File: src/rtl/clkcfg_pkg.sv
package clkcfg_pkg;
    localparam int BYTE_W   = 8;
    localparam int NUM_REGS = 6;
    localparam logic [6:0] DEFAULT_ADDR = 7'b1101001;

    typedef enum logic [2:0] {
        ST_IDLE,
        ST_ADDR,
        ST_DATA,
        ST_ACK,
        ST_SKIP
    } rx_state_e;
endpackage

File: src/rtl/clkcfg_bus_sync.sv
module clkcfg_bus_sync #(
    parameter int STAGES = 2
) (
    input  logic clk,
    input  logic rst_n,
    input  logic scl_in,
    input  logic sda_in,
    output logic scl_o,
    output logic sda_o,
    output logic start_o,
    output logic stop_o,
    output logic rise_o,
    output logic fall_o
);
    typedef struct packed {
        logic [STAGES-1:0] scl;
        logic [STAGES-1:0] sda;
        logic              scl_p;
        logic              sda_p;
    } sync_t;

    sync_t sync_d, sync_q;

    always_comb begin
        sync_d       = sync_q;
        sync_d.scl   = {sync_q.scl[STAGES-2:0], scl_in};
        sync_d.sda   = {sync_q.sda[STAGES-2:0], sda_in};
        sync_d.scl_p = sync_q.scl[STAGES-1];
        sync_d.sda_p = sync_q.sda[STAGES-1];
    end

    always_ff @(posedge clk or negedge rst_n) begin
        if (!rst_n) sync_q <= '1;
        else        sync_q <= sync_d;
    end

    assign scl_o   = sync_q.scl[STAGES-1];
    assign sda_o   = sync_q.sda[STAGES-1];
    assign start_o = scl_o & sync_q.scl_p & sync_q.sda_p & ~sda_o;
    assign stop_o  = scl_o & sync_q.scl_p & ~sync_q.sda_p & sda_o;
    assign rise_o  = scl_o & ~sync_q.scl_p;
    assign fall_o  = ~scl_o & sync_q.scl_p;
endmodule

File: src/rtl/clkcfg_rx_fsm.sv
module clkcfg_rx_fsm
    import clkcfg_pkg::*;
#(
    parameter logic [6:0] DEV_ADDR = DEFAULT_ADDR,
    parameter int         NREGS    = NUM_REGS,
    parameter int         PTR_W    = $clog2(NREGS + 1)
) (
    input  logic              clk,
    input  logic              rst_n,
    input  logic              scl,
    input  logic              sda,
    input  logic              start,
    input  logic              stop,
    input  logic              rise,
    input  logic              fall,
    output logic              ack_oe,
    output logic              wr_en,
    output logic [PTR_W-1:0]  wr_idx,
    output logic [BYTE_W-1:0] wr_data
);
    localparam logic [BYTE_W-1:0] ADDR_WR = {DEV_ADDR, 1'b0};
    localparam logic [PTR_W-1:0]  PTR_END = PTR_W'(NREGS);

    typedef struct packed {
        rx_state_e         st;
        logic [3:0]        cnt;
        logic [BYTE_W-1:0] sh;
        logic [PTR_W-1:0]  ptr;
        logic              oe;
        logic              wr;
        logic [PTR_W-1:0]  widx;
        logic [BYTE_W-1:0] wdat;
    } fsm_t;

    fsm_t fsm_d, fsm_q;

    always_comb begin
        fsm_d    = fsm_q;
        fsm_d.wr = 1'b0;
        if (start) begin
            fsm_d.st  = ST_ADDR;
            fsm_d.cnt = '0;
            fsm_d.ptr = '0;
            fsm_d.oe  = 1'b0;
        end else if (stop) begin
            fsm_d.st  = ST_IDLE;
            fsm_d.cnt = '0;
            fsm_d.ptr = '0;
            fsm_d.oe  = 1'b0;
        end else begin
            case (fsm_q.st)
                ST_ADDR, ST_DATA: begin
                    if (rise && fsm_q.cnt < 4'd8) begin
                        fsm_d.sh  = {fsm_q.sh[BYTE_W-2:0], sda};
                        fsm_d.cnt = fsm_q.cnt + 4'd1;
                    end
                    if (fall && fsm_q.cnt == 4'd8) begin
                        fsm_d.cnt = '0;
                        if (fsm_q.st == ST_ADDR) begin
                            if (fsm_q.sh == ADDR_WR) begin
                                fsm_d.st = ST_ACK;
                                fsm_d.oe = 1'b1;
                            end else begin
                                fsm_d.st = ST_SKIP;
                            end
                        end else begin
                            fsm_d.st = ST_ACK;
                            fsm_d.oe = 1'b1;
                            if (fsm_q.ptr < PTR_END) begin
                                fsm_d.wr   = 1'b1;
                                fsm_d.widx = fsm_q.ptr;
                                fsm_d.wdat = fsm_q.sh;
                                fsm_d.ptr  = fsm_q.ptr + 1'b1;
                            end
                        end
                    end
                end
                ST_ACK: begin
                    if (fall) begin
                        fsm_d.st = ST_DATA;
                        fsm_d.oe = 1'b0;
                    end
                end
                default: ;
            endcase
        end
    end

    always_ff @(posedge clk or negedge rst_n) begin
        if (!rst_n) begin
            fsm_q    <= '0;
            fsm_q.st <= ST_IDLE;
        end else begin
            fsm_q <= fsm_d;
        end
    end

    assign ack_oe  = fsm_q.oe;
    assign wr_en   = fsm_q.wr;
    assign wr_idx  = fsm_q.widx;
    assign wr_data = fsm_q.wdat;

    // the acknowledge pull-down only starts while SCL is low
    a_r2_ack_starts_scl_low: assert property (@(posedge clk) disable iff (!rst_n)
        $rose(fsm_q.oe) |-> !scl);
    // a stop releases the line on the next cycle
    a_r12_release_on_stop: assert property (@(posedge clk) disable iff (!rst_n)
        stop |=> !fsm_q.oe);
    // nothing is acknowledged while the bus is being ignored
    a_r3_skip_silent: assert property (@(posedge clk) disable iff (!rst_n)
        (fsm_q.st == ST_SKIP) |-> !fsm_q.oe);
    // the pointer never moves past the last register
    a_r10_ptr_bound: assert property (@(posedge clk) disable iff (!rst_n)
        fsm_q.ptr <= PTR_END);
    // each byte produces a single-cycle write strobe
    a_r4_single_strobe: assert property (@(posedge clk) disable iff (!rst_n)
        fsm_q.wr |=> !fsm_q.wr);
endmodule

File: src/rtl/clkcfg_regfile.sv
module clkcfg_regfile
    import clkcfg_pkg::*;
#(
    parameter int NREGS = NUM_REGS,
    parameter int PTR_W = $clog2(NREGS + 1)
) (
    input  logic                    clk,
    input  logic                    rst_n,
    input  logic                    wr_en,
    input  logic [PTR_W-1:0]        wr_idx,
    input  logic [BYTE_W-1:0]       wr_data,
    output logic [NREGS*BYTE_W-1:0] regs_o
);
    logic [NREGS*BYTE_W-1:0] regs_d, regs_q;

    for (genvar i = 0; i < NREGS; i++) begin : g_reg
        localparam logic [BYTE_W-1:0] RST_VAL = (i == 0) ? '0 : '1;
        logic [BYTE_W-1:0] byte_d;

        always_comb begin
            byte_d = regs_q[i*BYTE_W +: BYTE_W];
            if (wr_en && wr_idx == PTR_W'(i)) byte_d = wr_data;
        end
        assign regs_d[i*BYTE_W +: BYTE_W] = byte_d;

        always_ff @(posedge clk or negedge rst_n) begin
            if (!rst_n) regs_q[i*BYTE_W +: BYTE_W] <= RST_VAL;
            else        regs_q[i*BYTE_W +: BYTE_W] <= regs_d[i*BYTE_W +: BYTE_W];
        end
    end

    assign regs_o = regs_q;

    // registers change only when a write strobe is present
    a_r4_hold_without_write: assert property (@(posedge clk) disable iff (!rst_n)
        !wr_en |=> $stable(regs_q));
endmodule

File: src/rtl/clkcfg_serial_slave.sv
module clkcfg_serial_slave
    import clkcfg_pkg::*;
#(
    parameter logic [6:0] DEV_ADDR    = DEFAULT_ADDR,
    parameter int         SYNC_STAGES = 2
) (
    input  logic        clk,
    input  logic        rst_n,
    input  logic        scl_in,
    input  logic        sda_in,
    output logic        sda_pull,
    output logic        tristate_all,
    output logic        test_mode,
    output logic [3:0]  cpu_en,
    output logic [1:0]  agp_en,
    output logic [3:0]  pci_en,
    output logic        pci_free_en,
    output logic        usb_en,
    output logic [11:0] sdram_en,
    output logic        ref_en
);
    localparam int PTR_W = $clog2(NUM_REGS + 1);

    logic scl_s, sda_s, start_s, stop_s, rise_s, fall_s;
    logic wr_en;
    logic [PTR_W-1:0] wr_idx;
    logic [BYTE_W-1:0] wr_data;
    logic [NUM_REGS*BYTE_W-1:0] regs;

    clkcfg_bus_sync #(.STAGES(SYNC_STAGES)) u_sync (
        .clk(clk), .rst_n(rst_n), .scl_in(scl_in), .sda_in(sda_in),
        .scl_o(scl_s), .sda_o(sda_s), .start_o(start_s), .stop_o(stop_s),
        .rise_o(rise_s), .fall_o(fall_s)
    );

    clkcfg_rx_fsm #(.DEV_ADDR(DEV_ADDR), .NREGS(NUM_REGS), .PTR_W(PTR_W)) u_fsm (
        .clk(clk), .rst_n(rst_n), .scl(scl_s), .sda(sda_s),
        .start(start_s), .stop(stop_s), .rise(rise_s), .fall(fall_s),
        .ack_oe(sda_pull), .wr_en(wr_en), .wr_idx(wr_idx), .wr_data(wr_data)
    );

    clkcfg_regfile #(.NREGS(NUM_REGS), .PTR_W(PTR_W)) u_regs (
        .clk(clk), .rst_n(rst_n), .wr_en(wr_en), .wr_idx(wr_idx),
        .wr_data(wr_data), .regs_o(regs)
    );

    logic [BYTE_W-1:0] r_ctl, r_cpu, r_pci, r_mlo, r_mhi, r_per;
    assign r_ctl = regs[0*BYTE_W +: BYTE_W];
    assign r_cpu = regs[1*BYTE_W +: BYTE_W];
    assign r_pci = regs[2*BYTE_W +: BYTE_W];
    assign r_mlo = regs[3*BYTE_W +: BYTE_W];
    assign r_mhi = regs[4*BYTE_W +: BYTE_W];
    assign r_per = regs[5*BYTE_W +: BYTE_W];

    assign tristate_all = r_ctl[1];
    assign test_mode    = r_ctl[0];
    assign cpu_en       = r_cpu[3:0];
    assign agp_en       = r_cpu[5:4];
    assign pci_en       = r_pci[3:0];
    assign pci_free_en  = r_pci[4];
    assign usb_en       = r_pci[5];
    assign sdram_en     = {r_mhi[3:0], r_mlo};
    assign ref_en       = r_per[0];
endmodule

File: config.mk
export PLATFORM = sky130hd
export DESIGN_NAME = clkcfg_serial_slave
export DESIGN_NICKNAME = d
export VERILOG_FILES = /design/src/rtl/clkcfg_pkg.sv /design/src/rtl/clkcfg_bus_sync.sv /design/src/rtl/clkcfg_rx_fsm.sv /design/src/rtl/clkcfg_regfile.sv /design/src/rtl/clkcfg_serial_slave.sv
export SDC_FILE = /design/constraint.sdc
export NUM_CORES = 1
export LEC_CHECK = 0
export ABC_CLOCK_PERIOD_IN_PS = 2600
export CAP_MARGIN = 25
export CORE_ASPECT_RATIO = 0.6
export CORE_MARGIN = 4
export CORE_UTILIZATION = 55
export CTS_CLUSTER_SIZE = 24
export DETAILED_ROUTE_END_ITERATION = 10
export DONT_BUFFER_PORTS = 1
export GPL_TIMING_DRIVEN = 0
export PLACE_DENSITY = 0.67
export SLEW_MARGIN = 30
export SYNTH_ARGS = -nofsm -noshare
export SYNTH_HDL_FRONTEND = slang
export SYNTH_SLANG_ARGS = --single-unit
File: constraint.sdc
create_clock -name clk -period 2.6 [get_ports clk]
set_input_delay 0.26 -clock clk [delete_from_list [all_inputs] [get_ports clk]]
set_output_delay 0.26 -clock clk [all_outputs]
set_load 0.05 [all_outputs]
* Word level (Yosys, flattened, before mapping) *
Index checks and enable logic that the tools add are counted.

cells by class
  add/subtract/negate cells = 2
  eq/ne operators = 14
  multiplexer cells = 23
  reduce and logical (&&, ||, !) cells = 21
  bitwise operators = 14
  $lt $le $gt $ge = 2

operator list
  kind                   count
  $mux W12               6
  $mux W7                3
  $mux W16               1
  $mux W15               1
  $mux W3                5
  $eq A3 B2 Y1 const B   4
  $reduce_and A4 Y1      3
  $reduce_bool A3 Y1     3
  $eq A8 B8 Y1 const B   1
  $logic_and A1 B1 Y1    8
  $mux W4                2
  $ne A4 B3 Y1 const B   2
  $reduce_bool A4 Y1     2
  $and A1 B1 Y1          7
  $not A1 Y1             7
  $eq A3 B1 Y1 const B   2
  $eq A3 B3 Y1 const B   2
  $pmux W3 S2            1
  $reduce_and A6 Y1      1
  $ne A5 B5 Y1 const B   1
  $add A4 B1 Y4 const B  1
  $eq A4 B4 Y1 const B   1
  $lt A4 B4 Y1 const B   1
  $add A3 B1 Y3 const B  1
  other kinds (8)        10

word-level totals
  register bits after elaboration = 64
  output and inout port bits = 28
  bits of input ports = 4
  logic and storage cells = 94

* Longest topological paths before layout *
  depth in word-level cells = 8
  mapped depth = 8
  mapped depth without buffers = 7

* Hierarchy *
From an unflattened synthesis, not the netlist that was laid out.

unflattened totals
  cell total of the unflattened synthesis = 242
  area, all modules = 3656.0 um^2

by module, submodules not included
  module           area an instance (um^2)  instances  cells each  seq. area each (um^2)
  clkcfg_regfile   1883.1                   1          106         1251.2
  clkcfg_rx_fsm    1580.3                   1          126         775.7
  clkcfg_bus_sync  192.7                    1          10          157.7

* Worst setup path before layout *
OpenSTA, ideal clock, no wires.

  kind = register to register
  from = register u_sync.sync_q (netlist bit u_sync.scl_o)
  to = register u_fsm.fsm_q[18] in the netlist's numbering
  stages on the path, launching flop included = 6
  data required time = 2.475 ns
  slack = 0.836 ns
  arrival time = 1.639 ns
  clock period less this slack = 1.764 ns
  buffers on the path = 2
  setup time = 0.125 ns
  cells stage by stage = dfstp_2 > nand2b_1 > or4_1 > buf_6 > buf_12 > mux2_4

between the ends
  cells in the longest elaborated chain, start to end = 5
  elaborated cells between the ends (all ways) = 10
  classes of those cells = bitwise: 8; reduce/logical: 2

ends and longest elaborated chain
  what                                                  RTL line                                      source
  start, declared                                       clkcfg_bus_sync.sv:22                         sync_t sync_d, sync_q;
  start signal, assigned                                clkcfg_bus_sync.sv:34                         else sync_q <= sync_d;
  $and A1 B1 Y1                                         clkcfg_bus_sync.sv:39, clkcfg_bus_sync.sv:40
  $and A1 B1 Y1, on equally long branches (2 in a row)  clkcfg_bus_sync.sv:40, clkcfg_bus_sync.sv:39
  $not A1 Y1 (no line)                                  --
  $reduce_and A4 Y1 (no line) *                         --
  end signal, assigned                                  clkcfg_rx_fsm.sv:94                           fsm_q <= fsm_d;
  end, declared                                         clkcfg_rx_fsm.sv:35                           fsm_t fsm_d, fsm_q;

Mark *: on every way between the ends. The rest lies on a longest branch, timed or not.
A chain may end at the register's enable or synchronous reset.

* Final worst setup path *
  from = register u_fsm.fsm_q[24] in the netlist's numbering
  to = register u_fsm.fsm_q (netlist bit u_fsm.wr_data[4])

between the ends
  cells in the longest elaborated chain, start to end = 3

ends and longest elaborated chain
  what                         RTL line             source
  $eq A4 B4 Y1                 clkcfg_rx_fsm.sv:57  if (fall && fsm_q.cnt == 4'd8) begin
  $logic_and A1 B1 Y1          clkcfg_rx_fsm.sv:57
  $reduce_and A6 Y1 (no line)  --

Every way passes these cells.

==> results.txt <==
- Clock tree synthesis found a total of 64 sinks.
- GRT Total Usage: 0.1743
- Setup repair after global routing left no endpoint under its margin.
* Async SR Flop Fraction: 1.000
- Across the VDD grid, the largest voltage drop is 0.4502 mV.
* Pwr dens: 639.2 nW/µm²
* Cell with the largest stage delay on the worst path: dfrtp_1
* Commonest register cell after synthesis: dfrtp_1
* Classification of the worst-slack hold path: register to register
* Yosys reg bits: 64
- At the worst endpoint, the arrival time is 2.20 ns.
- I/O pin count: 32
* DRC violation count after routing: 0
- In this run, the number of DRC markers left after iteration 0 of detailed routing was 112.
- Each instance of the synthesized netlist takes up on average 12.49 µm².
* Final-report setup violation count: 0
- Routed signal wires occupy layers up through met4.
- The synthesized design spends more area on one cell type than any other, namely dfrtp_1.
- Relative slew margins: 0.5304
- For this block, the via count after detailed routing is 1605.
- Via count of the first global-routing pass: 1595
- The flow ran to the end, and the final reports show no timing, DRC or antenna violations.
* Largest net degree at the start of global routing: 65
- Number of pins with negative max-slew slack in the final report: 0
* Critical Path Sink Type: register
- TritonCTS buffer count: 9
- Fraction of layout instances using a drive strength above 1: 0.3872
* Total routed wirelength: 4960 µm
* Setup slack at placement: 0.7203 ns
* Most repeated library cell on the critical path: nand2_1
* Cells after Synth: 215
- During synthesis, Yosys emitted a total of 0 warnings.
- Summed over all cells, the static leakage comes to 0.001396 µW.
- Wire per inst: 16.64 µm
- Hold timing on the final database bottoms out at a slack of 0.3536 ns.
- For the pin with the worst max-slew slack, the measured transition is 0.7017 ns.
- Max Fclk: 0.5182 GHz
- Routed wl met2: 2226 µm
- Worst-case clock skew: 0.008960 ns
- After clock tree synthesis, the clock-pin slew on the worst setup and hold paths is 0.07 ns.
- Met3 wire len: 229 µm
* Net count, final: 237
- Die Span X: 98.21 µm
- Leading cell types by total area after synthesis: dfrtp_1 (31%), dfstp_2 (30%), mux2_2 (13%)
* Setup TNS Final: 0 ns
* Number of levels in the clock H-tree: 3
- Final-report hold violation count: 0
* Area share of the leading cell type in the synthesized netlist: 0.3075
- Starting density of the core: 0.5792
- Cell area after synthesis: 2685 µm²
- The die covers 6100 µm².
* Cell at the root of the clock tree: clkbuf_8
- Kind of cell with the highest combined delay on the critical path: simple AND/OR/NAND/NOR gates
- Clock latency on the worst-skew pair: 0.33 ns
- Routed Antenna Nets: 0
- First-pass GRT wire length: 8211 µm
- nand2_1 is the most common cell in the netlist.
- Across the run, the number of max-cap violations was 0.
* CTS tree: yes
- Port buffering added 0 buffers.
* Synthesized netlist net count: 222
- # resized after CTS: 0
* Antenna violations before repair: 0
- The largest single stage delay on the critical path is 0.42 ns.
* Most instantiated cells after synthesis: nand2_1 (46), dfrtp_1 (33), dfstp_2 (31), mux2_2 (30), o21ai_0 (8)
- Count of flip-flops with a built-in enable after synthesis: 0
- Relative to the synthesized area, the layout overhead comes to 12.39%.
- The signal on the critical path passes through inv_1 > ha_1 > and3b_1 > nand2_1 > a211oi_2 > buf_2 > nand2_1 > nand2_1.
- Die boundary height: 62.12 µm
- Routability congestion estimate: 0.8828
* Cell Rows: 19
- The worst setup path is of the register to register kind.
* Sequential cell area fraction in the yosys report: 0.6109
- The pre-antenna-repair detailed-routing pass consisted of 4 iterations.
* Per-cell via count in the routed design: 5.386
- Crit path buf inv count: 2
- The worst path in the final design needs a cycle of 1.930 ns, including I/O delays and setup.
* Core outline area: 4636 µm²
- The number of antenna diodes in the final layout is 0.
- Maximum buffer depth of the clock tree: 2
- Of all nets on the critical path, the largest fanout is 10.
- Part of the cycle the worst path needs: 0.7423
* Endpoint required time on the critical path: 2.87 ns
- Startpoint class of the critical path: register
* Detailed-routing wirelength on met1: 2434 µm
* Number of distinct library cells after synthesis: 40
- Across all setup checks in the final design, the least slack found is 0.6701 ns.
- Half-perimeter wire length after placement: 3389 µm
- For this run the aggregate overflow at the end of global routing stands at 0.
==> what timing repair did <==
item / CTS / global route
setup buffers: 0 / 0
hold buffers: 4 / 0
endpoints found under the hold margin: 66 / 0
==> per-stage QoR <==
step / total power, µW / area [µm²] / std cells / util
2_1_floorplan: 1084 / 2685 / 215 / -
3_3_place_gp: 1092 / 2764 / 278 / 0.5962
3_5_place_dp: 1096 / 2764 / 278 / 0.5962
4_1_cts: 1958 / 3018 / 298 / 0.6510
5_1_grt: 2021 / 3018 / 298 / 0.6510
6_report: 1929 / 3018 / 298 / 0.6510
==> sequential cells by signal, summed over array words and instances, names as in the netlist <==
| signal | cells |
|---|---|
| u_regs.regs_o | 27 |
| u_fsm.fsm_q | 18 |
| u_fsm.wr_data | 8 |
| u_fsm.wr_idx | 3 |
| u_sync.sync_d | 2 |
| u_sync.sync_q | 2 |
| u_fsm.ack_oe | 1 |
| u_fsm.wr_en | 1 |
| u_sync.scl_o | 1 |
| u_sync.sda_o | 1 |
==> per-layer routing <==
metal  track usage  up-vias
li1              -      770
met5             0        -
met4       0.06644        0
met2        0.2508       30
met1        0.2419      800
met3       0.06488        5
==> placed cells by master, fill, tap and decap left out, types with 2 or more instances in the layout <==
cell type | netlist | routed
o21ai_0 | 8 | 8
dfrtp_1 | 33 | 33
nor2_1 | 6 | 6
mux2_4 | 5 | 5
nand4b_1 | 2 | 2
nand3_1 | 7 | 7
nand2b_1 | 4 | 4
ha_1 | 3 | 3
or4_1 | 2 | 2
nor2b_1 | 2 | 2
dfstp_2 | 31 | 31
dlygate4sd3_1 | 0 | 3
clkinv_4 | 0 | 2
clkbuf_1 | 3 | 3
nand2_1 | 46 | 46
a21oi_1 | 4 | 4
mux2_2 | 30 | 30
clkinvlp_4 | 0 | 2
clkinv_2 | 0 | 2
clkbuf_8 | 0 | 9
inv_1 | 5 | 5
==> worst register-to-register path, cell delays in order (launching register included) <==
cell      delay [ns]
dfrtp_1         0.42
inv_1           0.08
ha_1            0.14
and3b_1         0.28
nand2_1         0.17
a211oi_2        0.33
buf_2           0.29
nand2_1         0.10
nand2_1         0.07
==> kinds of logic after synthesis <==
kind of cell,after synthesis,synth area share
xor+xnor,2,0.006525
flops,64,0.6109
buf+inv,12,0.02749
mux,35,0.1538
simple gates,79,0.1393
fa+ha+maj,3,0.01398
compound gates,20,0.04800
==> power by group <==
| part | leakage, µW | switching (µW) | internal (µW) |
|---|---|---|---|
| Clock | 0.0000952 | 382 | 442 |
| Combinational | 0.000521 | 39.7 | 30.8 |
| Sequential | 0.000780 | 16.2 | 1020 |
| Total | 0.00140 | 437 | 1490 |
==> cell type report <==
cell class / count / area, µm²
Clock inverter: 7 / 72.57
Inverter: 5 / 18.77
Fill cell: 365 / 1618
Timing Repair Buffer: 4 / 57.56
Buffer: 7 / 55.05
Sequential cell: 64 / 1640
Tap cell: 63 / 78.83
Clock buffer: 9 / 123.9
Multi-Input combinational cell: 139 / 970.9
==> worst paths after layout <==
kind | startpoint | end | slack (ns) | cells after the start
worst max register to register | u_fsm.fsm_q[24]$_DFFE_PN0P_ | u_fsm.wr_data[4]$_DFFE_PN0P_ | 0.67 | 8
max in group asynchronous | rst_n | u_regs.regs_o[35]$_DFFE_PN1P_ | 1.83 | 2
worst min register to register | u_sync.sync_d[3]$_DFF_PN1_ | u_sync.sda_o$_DFF_PN1_ | 0.35 | 0
worst min-delay path | u_sync.sync_d[3]$_DFF_PN1_ | u_sync.sda_o$_DFF_PN1_ | 0.35 | 0
min in group asynchronous | rst_n | u_fsm.fsm_q[22]$_DFFE_PN0P_ | 0.47 | 2
worst max-delay path | u_fsm.fsm_q[24]$_DFFE_PN0P_ | u_fsm.wr_data[4]$_DFFE_PN0P_ | 0.67 | 8
Power figures use the tool's default switching activity.
